<file path="src/rtl/nhp_pkg.sv">
// Package: shared widths, the base-word layout and the rule that
// selects the optional header words. Assumes 16-bit stream words.
package nhp_pkg;
    localparam int WORD_W     = 16;
    localparam int HOPS_W     = 5;
    localparam int AM_W       = 2;
    localparam int SEQ_W      = 4;
    localparam int CODE_W     = 3;
    localparam int OPT_N      = 7;
    localparam int HW_WORDS   = 3;
    localparam int HW_W       = HW_WORDS * WORD_W;
    localparam int HOPS_OUT_W = WORD_W + 1;
    localparam int HOPS_SAT   = (1 << HOPS_W) - 1;

    // Optional word slots; the lowest set bit is always consumed first.
    localparam int OPT_EXT   = 0;
    localparam int OPT_SRC   = 1;
    localparam int OPT_DST   = 2;
    localparam int OPT_HW0   = 3;
    localparam int OPT_DEPTH = OPT_HW0 + HW_WORDS;

    typedef struct packed {
        logic [HOPS_W-1:0] hops;
        logic              dir;
        logic [AM_W-1:0]   am;
        logic [SEQ_W-1:0]  seq;
        logic [CODE_W-1:0] code;
        logic              layer;
    } base_t;

    // Which optional words a given base word asks for.
    function automatic logic [OPT_N-1:0] opt_mask(base_t b);
        logic [OPT_N-1:0] m;
        m          = '0;
        m[OPT_EXT] = (b.hops == HOPS_W'(HOPS_SAT));
        m[OPT_SRC] = (b.am < 2'd2);
        m[OPT_DST] = (b.am > 2'd0);
        for (int i = OPT_HW0; i <= OPT_DEPTH; i++) m[i] = (b.am == 2'd3);
        return m;
    endfunction
endpackage

</file>
<file path="src/rtl/nhp_word_sched.sv">
// Word scheduler: tracks whether a packet is open and which optional
// header words are still owed, and classifies every input beat.
// Assumes a start marker may arrive at any time and restarts parsing.
module nhp_word_sched
    import nhp_pkg::*;
(
    input  logic              clk,
    input  logic              rst_n,
    input  logic              in_valid,
    input  logic              in_sop,
    input  logic              in_eop,
    input  logic [WORD_W-1:0] in_data,
    output logic              start,
    output logic              hdr_beat,
    output logic              pay_beat,
    output logic [OPT_N-1:0]  sel,
    output logic [OPT_N-1:0]  start_mask,
    output logic              hdr_fin,
    output logic              trunc,
    output logic              close
);
    logic             busy;
    logic [OPT_N-1:0] pend;
    logic [OPT_N-1:0] rest;

    // Classify the current beat and pick the optional slot it fills.
    always_comb begin
        start      = in_valid && in_sop;
        start_mask = opt_mask(base_t'(in_data));
        hdr_beat   = in_valid && !in_sop && busy && (pend != '0);
        pay_beat   = in_valid && !in_sop && busy && (pend == '0);
        sel        = hdr_beat ? (pend & (~pend + OPT_N'(1))) : '0;
        rest       = pend & ~sel;
        hdr_fin    = hdr_beat && (rest == '0);
        trunc      = in_valid && in_eop && (start || (hdr_beat && !hdr_fin));
        close      = in_valid && in_eop && (start || busy);
    end

    // Open/close the packet and retire owed header words.
    always_ff @(posedge clk) begin
        if (!rst_n) begin
            busy <= 1'b0;
            pend <= '0;
        end else if (start) begin
            busy <= !in_eop;
            pend <= start_mask;
        end else if (in_valid && busy) begin
            if (hdr_beat) pend <= rest;
            if (in_eop)   busy <= 1'b0;
        end
    end
endmodule

</file>
<file path="src/rtl/nhp_field_capture.sv">
// Field capture: registers the base-word fields and every optional
// word into its slot, clearing absent ones to zero at each start.
// Assumes sel is one-hot or zero and only active on header beats.
module nhp_field_capture
    import nhp_pkg::*;
(
    input  logic                  clk,
    input  logic                  rst_n,
    input  logic                  start,
    input  logic                  hdr_fin,
    input  logic [OPT_N-1:0]      sel,
    input  logic [OPT_N-1:0]      start_mask,
    input  logic [WORD_W-1:0]     in_data,
    output logic                  hdr_done,
    output logic [HOPS_OUT_W-1:0] hops_val,
    output logic                  dir_flag,
    output logic [AM_W-1:0]       addr_mode,
    output logic [SEQ_W-1:0]      seq_num,
    output logic [CODE_W-1:0]     cmd_code,
    output logic                  layer_flag,
    output logic [WORD_W-1:0]     src_addr,
    output logic [WORD_W-1:0]     dst_addr,
    output logic [HW_W-1:0]       hw_addr,
    output logic [WORD_W-1:0]     depth_val,
    output logic                  ext_present,
    output logic                  src_present,
    output logic                  dst_present,
    output logic                  hw_present
);
    base_t b;
    assign b = base_t'(in_data);

    // Base fields, presence flags and the hop count (extended on demand).
    always_ff @(posedge clk) begin
        if (!rst_n) begin
            hops_val    <= '0;
            dir_flag    <= 1'b0;
            addr_mode   <= '0;
            seq_num     <= '0;
            cmd_code    <= '0;
            layer_flag  <= 1'b0;
            ext_present <= 1'b0;
            src_present <= 1'b0;
            dst_present <= 1'b0;
            hw_present  <= 1'b0;
        end else if (start) begin
            hops_val    <= HOPS_OUT_W'(b.hops);
            dir_flag    <= b.dir;
            addr_mode   <= b.am;
            seq_num     <= b.seq;
            cmd_code    <= b.code;
            layer_flag  <= b.layer;
            ext_present <= start_mask[OPT_EXT];
            src_present <= start_mask[OPT_SRC];
            dst_present <= start_mask[OPT_DST];
            hw_present  <= start_mask[OPT_HW0];
        end else if (sel[OPT_EXT]) begin
            hops_val    <= HOPS_OUT_W'(in_data) + HOPS_OUT_W'(HOPS_SAT);
        end
    end

    // One register per single-word optional slot, cleared at start.
    logic [WORD_W-1:0] slot_q [OPT_SRC:OPT_DEPTH];
    genvar g;
    generate
        for (g = OPT_SRC; g <= OPT_DEPTH; g++) begin : g_slot
            // Capture slot g when the scheduler selects it.
            always_ff @(posedge clk) begin
                if (!rst_n || start) slot_q[g] <= '0;
                else if (sel[g])     slot_q[g] <= in_data;
            end
        end
        for (g = 0; g < HW_WORDS; g++) begin : g_hw
            assign hw_addr[HW_W-1-g*WORD_W -: WORD_W] = slot_q[OPT_HW0+g];
        end
    endgenerate

    assign src_addr  = slot_q[OPT_SRC];
    assign dst_addr  = slot_q[OPT_DST];
    assign depth_val = slot_q[OPT_DEPTH];

    // Header-done strobe, one cycle after the last header word.
    always_ff @(posedge clk) begin
        if (!rst_n) hdr_done <= 1'b0;
        else        hdr_done <= hdr_fin;
    end
endmodule

</file>
<file path="src/rtl/nhp_payload_track.sv">
// Payload tracker: forwards payload words one cycle late, counts bytes
// with saturation at MAX_PAYLOAD+1 and raises the closing strobe and
// error flags. Assumes in_half only matters on the end-marked word.
module nhp_payload_track
    import nhp_pkg::*;
#(
    parameter int MAX_PAYLOAD = 240,
    localparam int CNT_W = $clog2(MAX_PAYLOAD + 2)
) (
    input  logic              clk,
    input  logic              rst_n,
    input  logic              start,
    input  logic              pay_beat,
    input  logic              trunc,
    input  logic              close,
    input  logic              in_eop,
    input  logic              in_half,
    input  logic [WORD_W-1:0] in_data,
    output logic              pl_valid,
    output logic [WORD_W-1:0] pl_data,
    output logic              pl_last,
    output logic              pl_half,
    output logic              pkt_done,
    output logic [CNT_W-1:0]  pl_bytes,
    output logic              err_trunc,
    output logic              err_oversize
);
    localparam logic [CNT_W:0] LIMIT = (CNT_W+1)'(MAX_PAYLOAD + 1);
    localparam logic [CNT_W:0] MAXB  = (CNT_W+1)'(MAX_PAYLOAD);

    logic [CNT_W-1:0] count;
    logic [CNT_W:0]   sum;
    logic [CNT_W:0]   cnt_nxt;

    // Next byte count: reset on start, saturating add on payload beats.
    always_comb begin
        sum = {1'b0, count} + ((in_eop && in_half) ? (CNT_W+1)'(1) : (CNT_W+1)'(2));
        if (start)         cnt_nxt = '0;
        else if (pay_beat) cnt_nxt = (sum > LIMIT) ? LIMIT : sum;
        else               cnt_nxt = {1'b0, count};
    end

    // Byte counter and closing strobe with its error flags.
    always_ff @(posedge clk) begin
        if (!rst_n) begin
            count        <= '0;
            pkt_done     <= 1'b0;
            err_trunc    <= 1'b0;
            err_oversize <= 1'b0;
        end else begin
            count        <= cnt_nxt[CNT_W-1:0];
            pkt_done     <= close;
            err_trunc    <= trunc;
            err_oversize <= close && !trunc && (cnt_nxt > MAXB);
        end
    end

    // Payload word forwarding.
    always_ff @(posedge clk) begin
        if (!rst_n) begin
            pl_valid <= 1'b0;
            pl_data  <= '0;
            pl_last  <= 1'b0;
            pl_half  <= 1'b0;
        end else begin
            pl_valid <= pay_beat;
            pl_data  <= pay_beat ? in_data : '0;
            pl_last  <= pay_beat && in_eop;
            pl_half  <= pay_beat && in_eop && in_half;
        end
    end

    assign pl_bytes = count;
endmodule

</file>
<file path="src/rtl/net_hdr_parser.sv">
// Top: variable-length network header parser. Splits each packet into
// decoded header fields and a counted payload stream.
// Assumes one packet at a time, words framed by start/end markers.
module net_hdr_parser
    import nhp_pkg::*;
#(
    parameter int MAX_PAYLOAD = 240,
    localparam int CNT_W = $clog2(MAX_PAYLOAD + 2)
) (
    input  logic                  clk,
    input  logic                  rst_n,
    input  logic                  in_valid,
    input  logic                  in_sop,
    input  logic                  in_eop,
    input  logic                  in_half,
    input  logic [WORD_W-1:0]     in_data,
    output logic                  hdr_done,
    output logic [HOPS_OUT_W-1:0] hops_val,
    output logic                  dir_flag,
    output logic [AM_W-1:0]       addr_mode,
    output logic [SEQ_W-1:0]      seq_num,
    output logic [CODE_W-1:0]     cmd_code,
    output logic                  layer_flag,
    output logic [WORD_W-1:0]     src_addr,
    output logic [WORD_W-1:0]     dst_addr,
    output logic [HW_W-1:0]       hw_addr,
    output logic [WORD_W-1:0]     depth_val,
    output logic                  ext_present,
    output logic                  src_present,
    output logic                  dst_present,
    output logic                  hw_present,
    output logic                  pl_valid,
    output logic [WORD_W-1:0]     pl_data,
    output logic                  pl_last,
    output logic                  pl_half,
    output logic                  pkt_done,
    output logic [CNT_W-1:0]      pl_bytes,
    output logic                  err_trunc,
    output logic                  err_oversize
);
    logic             start, hdr_beat, pay_beat, hdr_fin, trunc, close;
    logic [OPT_N-1:0] sel, start_mask;

    nhp_word_sched u_sched (
        .clk(clk), .rst_n(rst_n), .in_valid(in_valid), .in_sop(in_sop),
        .in_eop(in_eop), .in_data(in_data), .start(start),
        .hdr_beat(hdr_beat), .pay_beat(pay_beat), .sel(sel),
        .start_mask(start_mask), .hdr_fin(hdr_fin), .trunc(trunc),
        .close(close)
    );

    nhp_field_capture u_fields (
        .clk(clk), .rst_n(rst_n), .start(start), .hdr_fin(hdr_fin),
        .sel(sel), .start_mask(start_mask), .in_data(in_data),
        .hdr_done(hdr_done), .hops_val(hops_val), .dir_flag(dir_flag),
        .addr_mode(addr_mode), .seq_num(seq_num), .cmd_code(cmd_code),
        .layer_flag(layer_flag), .src_addr(src_addr), .dst_addr(dst_addr),
        .hw_addr(hw_addr), .depth_val(depth_val),
        .ext_present(ext_present), .src_present(src_present),
        .dst_present(dst_present), .hw_present(hw_present)
    );

    nhp_payload_track #(.MAX_PAYLOAD(MAX_PAYLOAD)) u_payload (
        .clk(clk), .rst_n(rst_n), .start(start), .pay_beat(pay_beat),
        .trunc(trunc), .close(close), .in_eop(in_eop), .in_half(in_half),
        .in_data(in_data), .pl_valid(pl_valid), .pl_data(pl_data),
        .pl_last(pl_last), .pl_half(pl_half), .pkt_done(pkt_done),
        .pl_bytes(pl_bytes), .err_trunc(err_trunc),
        .err_oversize(err_oversize)
    );
endmodule

</file>
<file path="config.mk">
export PLATFORM = sky130hd
export DESIGN_NAME = net_hdr_parser
export DESIGN_NICKNAME = d
export VERILOG_FILES = /design/src/rtl/nhp_pkg.sv /design/src/rtl/nhp_word_sched.sv /design/src/rtl/nhp_field_capture.sv /design/src/rtl/nhp_payload_track.sv /design/src/rtl/net_hdr_parser.sv
export SDC_FILE = /design/constraint.sdc
export NUM_CORES = 1
export LEC_CHECK = 0
export BUFFER_PORTS_ARGS = -buffer_cell sky130_fd_sc_hd__buf_2
export CORE_MARGIN = 5
export CORE_UTILIZATION = 38
export CTS_CLUSTER_DIAMETER = 100
export CTS_CLUSTER_SIZE = 28
export DETAILED_ROUTE_END_ITERATION = 6
export PLACE_DENSITY = 0.68
export SLEW_MARGIN = 20
export SYNTH_ARGS = -nofsm -noshare
export SYNTH_HDL_FRONTEND = slang
export SYNTH_SLANG_ARGS = --single-unit
</file>
<file path="constraint.sdc">
create_clock -name clk -period 3.7 [get_ports clk]
set_input_delay 0.74 -clock clk [delete_from_list [all_inputs] [get_ports clk]]
set_output_delay 0.74 -clock clk [all_outputs]
set_load 0.1 [all_outputs]
</file>
== Word level (Yosys, flattened, before mapping) ==
Memories as Yosys holds them, arrays and structs flattened.
Index checks and enable logic that the tools add are counted.

* Bits of input ports: 22
* Flip-flop bits (word level): 71
* Memories: 1
* RAM bits: 96
* Output and inout port bits: 159
* Logic and storage cells: 117

{| class="wikitable"
|+ Memory list
! name !! words !! width !! rd ports !! clocked after Yosys merged registers in !! wr ports !! line !! source
|-
| u_fields.slot_q || 6 || 16 || 6 || 0 || 6 || nhp_field_capture.sv:63 || <nowiki>logic [WORD_W-1:0] slot_q [OPT_SRC:OPT_DEPTH];</nowiki>
|}

* Add/sub/neg operators: 3
* Equal/unequal tests: 2
* $lt $le $gt $ge: 4
* Bitwise operators: 11
* Mux-type cells: 39
* Reductions and logical operators: 35

{| class="wikitable"
|+ Operators by type and width
! operator !! count
|-
| 16-bit two-way mux || 6
|-
| 7-bit two-way mux || 4
|-
| 9-bit two-way mux || 3
|-
| 1-bit two-way mux || 23
|-
| 9-bit by 8-bit greater-than comparator with 1-bit output, second input constant || 2
|-
| 16-bit by 5-bit adder with 17-bit output, second input constant || 1
|-
| 1-bit logical AND || 16
|-
| 7-bit bitwise AND || 2
|-
| 7-bit zero test || 2
|-
| 7-bit inverter || 2
|-
| 5-bit two-way mux || 2
|-
| 8-bit by 9-bit adder with 9-bit output || 1
|-
| 2-bit nonzero test || 4
|-
| 7-bit by 1-bit adder with 7-bit output, second input constant || 1
|-
| 7-bit nonzero test || 1
|-
| 1-bit bitwise OR || 6
|-
| 2-bit AND reduction || 3
|-
| 5-bit == test, second input constant || 1
|-
| 1-bit zero test || 5
|-
| 1-bit logical OR || 3
|-
| 2-bit == test, second input constant || 1
|-
| 2-bit by 1-bit greater-than comparator with 1-bit output, second input constant || 1
|-
| 2-bit < comparator, second input constant || 1
|-
| 2-bit two-way mux || 1
|-
| 2 further kinds || 2
|}

== Logic depth before layout (Yosys ltp) ==
* Depth in word-level cells: 16
* Mapped depth: 12
* Gate-level depth less buffers: 11

== By module ==
A second synthesis with hierarchy kept.

* Cells, all modules: 597
* Area, all modules: 7085.5 um^2

{| class="wikitable"
|+ Modules (own cells, without submodules)
! module !! area each (um^2) !! cells each !! times used
|-
| nhp_field_capture || 5200.0 || 389 || 1
|-
| nhp_payload_track || 1301.2 || 134 || 1
|-
| nhp_word_sched || 584.3 || 74 || 1
|}

== Worst setup path after synthesis ==
Ideal clock, no wire load.

* Path kind: input -> register
* From: input in_eop
* To: register u_payload.err_oversize
* Setup time: 79 ps
* Path slack: 572 ps
* Data required time: 3621 ps
* Buffers on the path: 1
* Data arrival time: 3048 ps
* Cell stages on the path: 12
* Cells stage by stage: nand2_1 > inv_1 > ha_1 > fa_1 > buf_2 > and4_1 > a2111oi_0 > a311o_1 > o311ai_2 > nand2_1 > o221ai_1 > a211oi_2

* Cells in the longest elaborated chain, start to end: 9
* Elaborated cells between the ends (all ways): 14
* Classes of those cells: add/sub: 1; order compare: 2; mux: 4; reduce/logical: 7

{| class="wikitable"
|+ Ends and longest elaborated chain
! what !! line !! source
|-
| start, declared || net_hdr_parser.sv:14 || <nowiki>input logic in_eop,</nowiki>
|-
| 1-bit logical AND || nhp_payload_track.sv:37 || <nowiki>sum = {1'b0, count} + ((in_eop && in_half) ? (CNT_W+1)'(1) : (CNT_W+1)'(2));</nowiki>
|-
| 2-bit two-way mux || nhp_payload_track.sv:37 ||
|-
| 8-bit by 9-bit adder with 9-bit output || nhp_payload_track.sv:37 ||
|-
| 9-bit by 8-bit greater-than comparator with 1-bit output || nhp_payload_track.sv:39 || <nowiki>else if (pay_beat) cnt_nxt = (sum > LIMIT) ? LIMIT : sum;</nowiki>
|-
| 9-bit two-way mux (2 in series) || nhp_payload_track.sv:39 ||
|-
| 9-bit two-way mux || nhp_payload_track.sv:38 || <nowiki>if (start) cnt_nxt = '0;</nowiki>
|-
| 9-bit by 8-bit greater-than comparator with 1-bit output || nhp_payload_track.sv:54 || <nowiki>err_oversize <= close && !trunc && (cnt_nxt > MAXB);</nowiki>
|-
| 1-bit logical AND (*) || nhp_payload_track.sv:54 ||
|-
| end signal, assigned || nhp_payload_track.sv:54 ||
|-
| end, declared || nhp_payload_track.sv:26 || <nowiki>output logic err_oversize</nowiki>
|}

Mark *: on every way between the ends. The rest lies on a longest branch, timed or not.
A chain may end at the register's enable or synchronous reset.

== Worst setup path after layout ==
Ends and elaborated chain as after synthesis.

==> reports/qor.yml <==
clock_tree:
  post_cts_resized: 0
  root_buffer: "clkbuf_16"
  cts.reportedPaths.clkPinSlew_ns: 0.07
  hold_buffers: 0
  clk_latency_ns: 0.42
  h-tree-depth: 4
  clock_sinks: 167
  clock_path_buffers: 2
  postCtsSetupBuffers: 0
  tritoncts: "done"
  numCtsBuffers: 17
power:
  combPwrFrac: 0.154
  power_frac_clock: 0.396
  totalPowerFinal_uw: 4559
  p_leak_uw: 0.003717
  ir_drop_mv: 0.3176
  p_int_uw: 3176
  p_per_area_mw_per_mm2: 542.6
  switching_share: 0.3034
  p_sw_uw: 1383
  p_seq_frac: 0.450
drt:
  routed.top_layer: "met4"
  wl_met1_um: 8115
  drtIter0Drc: 472
  drc: 0
  totalWireLength_um: 18960
  ant_nets: 0
  avgRoutedWirePerCell_um: 18.85
  dr_wl_met3_um: 1385
  met2WireLength_um: 8956
  via_count: 5023
  vias_per_cell: 4.993
  first_pass_iters: 5
worst_hold_path:
  min_path_type: "reg2reg"
placed_design:
  place_ws_ns: 0.2095
  io_buffer_count: 180
  post-dp-hpwl_um: 13110
  place_congestion: 0.8446
  placed_area_mm2: 0.007801
critical_path:
  crit_buf_inv: 2
  crit_path_frequent_cell: "nand2_1"
  crit_cells: 12
  r2r-start: "u_payload.pl_bytes[0]$_SDFF_PN0_"
  crit_slowest_cell: "fa_1"
  ff2ff_setup_slack_ns: 0.88
  path_max_fanout: 8
  slowest_delay_ns: 0.53
  crit_path_end: "u_payload.err_oversize$_SDFF_PN0_"
  worst-setup-path-type: "in2reg"
  r2r-end: "u_payload.err_oversize$_SDFF_PN0_"
  worstPathCellList: "buf_2 > nand2_1 > inv_1 > ha_1 > fa_1 > xor2_1 > o311ai_0 > a21oi_1 > o311ai_2 > nand2_1 > o221ai_1 > a211oi_2"
  startpoint: "in_eop"
  worst-r2r-cell-count: 9
  crit_family: "compound AO/OA/AOI/OAI gates"
  cp-start-kind: "input pin"
  critical_path.endpoint_type: "register"
  crit_required_ns: 4.00
  cp.arrival_ns: 3.38
timing:
  fin_setup_tns_ns: 0
  period_needed_ns: 3.081
  drv_slew: 0
  setup_viol_count_final: 0
  skew_ns: 0.007126
  setup_ws_ns: 0.6186
  tightest_slew_ns: 0.7639
  rsz0062_at_grt: "false"
  finalHoldViolations: 0
  fmax_ghz: 0.3245
  max_slew_margin: 0.4888
  min_period_over_period: 0.8328
logic_synthesis:
  yosysMostFrequentCell: "edfxtp_1"
  synthArstFlopShare: 0
  synth-edff-count: 96
  synth.area.top_cells: "edfxtp_1 (43%), dfxtp_1 (21%), and2_1 (8.2%), nand2_1 (3.5%), a21oi_1 (2.8%)"
  ys_seq_area_frac: 0.6395
  synth_nets: 631
  synth_top_area_share: 0.4283
  yosysUniqueCellTypes: 57
  synth_area_mm2: 0.006730
  synth_cells: 605
  synth_seq_cells: 167
  synth_top_cells_by_count: "edfxtp_1 (96), and2_1 (88), dfxtp_1 (71)"
  synthFlopType: "edfxtp_1"
  synth_top_area_cell: "edfxtp_1"
  syn_area_per_cell_um2: 11.12
  ys_warn_count: 0
die:
  coreArea_mm2: 0.01736
  die_w_um: 143.1
  rows: 48
  initial_core_util: 0.3878
  io_pins: 181
  die-area_mm2: 0.02047
  die-height_um: 143.1
status:
  status: "finished, final reports clean"
grt:
  grt_pass1_wl_um: 28140
  grt_usage: 0.1836
  grt_max_degree: 30
  grt_pass1_vias: 4674
  antenna_found_initial: 0
  grt_overflow: 0
finish:
  syn_to_final_growth_pct: 24.84
  diodes: 0
  nets: 794
  drive_gt1_frac: 0.2958
  final_util: 0.4841
  postLayoutCellArea_mm2: 0.008402
flow_run:
  maxCapViolCount: 0
-- per-layer routing --
metal	global-route usage	vias up
met4	0.06553	0
met3	0.04823	29
li1	-	2435
met2	0.2901	199
met5	0	-
met1	0.2448	2360
-- layout make-up --
type                       instances  area [um^2]
fill                            1601         8955
sequential                       167         4304
multi-input combinational        383         2210
timing repair buffer             189        968.4
clock buffer                      17        425.4
tap                              225        281.5
clock inverter                    15        175.2
inverter                          10        37.54
-- sequential cells by signal (all words and copies together) (netlist names), 2 cells and up --
register,count
u_fields.slot_q,96
u_fields.hops_val,17
u_payload.pl_data,16
u_payload.pl_bytes,8
u_sched.pend,7
u_fields.seq_num,4
u_fields.cmd_code,3
u_fields.addr_mode,2
-- kinds of logic after synthesis --
family                   synth area share
AO/OA/AOI/OAI                     0.08124
XOR/XNOR                          0.01692
adder cells (fa/ha/maj)          0.008552
buffers and inverters             0.03291
flip-flops                         0.6395
multiplexers                     0.003160
AND/OR/NAND/NOR                    0.2177
-- power by group through the flow --
stage,clock [uW],sequential (uW),combinational [uW]
after floorplan,0,2550,112
after detailed placement,0,2090,706
after global placement,0,2090,704
after CTS,1820,2050,708
final,1800,2050,704
after global routing,1900,2060,728
-- through the flow --
step / hold slack (ns) / cells
4_1_cts: 0.4515 / 1006
6_report: 0.4509 / 1006
3_5_place_dp: 0.4445 / 974
5_1_grt: 0.4734 / 1006
2_1_floorplan: 0.5084 / 605
3_3_place_gp: 0.4389 / 974
-- layout by cell type (no fill, tap or decap), drive strengths merged, types with 3 or more instances in the layout --
master	synthesis	routed
nand3b	3	3
edfxtp	96	96
buf	7	189
and2	91	91
ha	3	3
inv	10	14
xor2	6	6
a211oi	9	9
nand3	12	12
a221oi	4	4
a21oi	38	38
nand2	62	62
dfxtp	71	71
clkbuf	38	17
bufinv	0	3
nor3	20	20
clkinv	0	7
and3	26	26
nor2	50	50
a31oi	5	5
xnor2	7	7
o21ai	14	14
nor4	3	3
-- tightest hold or removal path: stages, from the launching register on --
cell and delay (ns):
dfxtp_1 0.31, nand2_1 0.05, a21oi_1 0.05
-- how the worst min path moves through the flow --
stage,depth (start not counted),to,from
2_1_floorplan,2,u_sched.pend[6]$_SDFFE_PN0P_,u_sched.pend[6]$_SDFFE_PN0P_
3_3_place_gp,2,u_fields.hops_val[5]$_SDFFE_PP0P_,u_fields.hops_val[5]$_SDFFE_PP0P_
3_5_place_dp,2,u_fields.hops_val[5]$_SDFFE_PP0P_,u_fields.hops_val[5]$_SDFFE_PP0P_
4_1_cts,2,u_fields.hops_val[5]$_SDFFE_PP0P_,u_fields.hops_val[5]$_SDFFE_PP0P_
5_1_grt,2,u_fields.addr_mode[1]$_SDFFE_PN0P_,u_fields.addr_mode[1]$_SDFFE_PN0P_
6_report,2,u_fields.hops_val[5]$_SDFFE_PP0P_,u_fields.hops_val[5]$_SDFFE_PP0P_
Note: power is estimated with default switching activity, not from simulation.
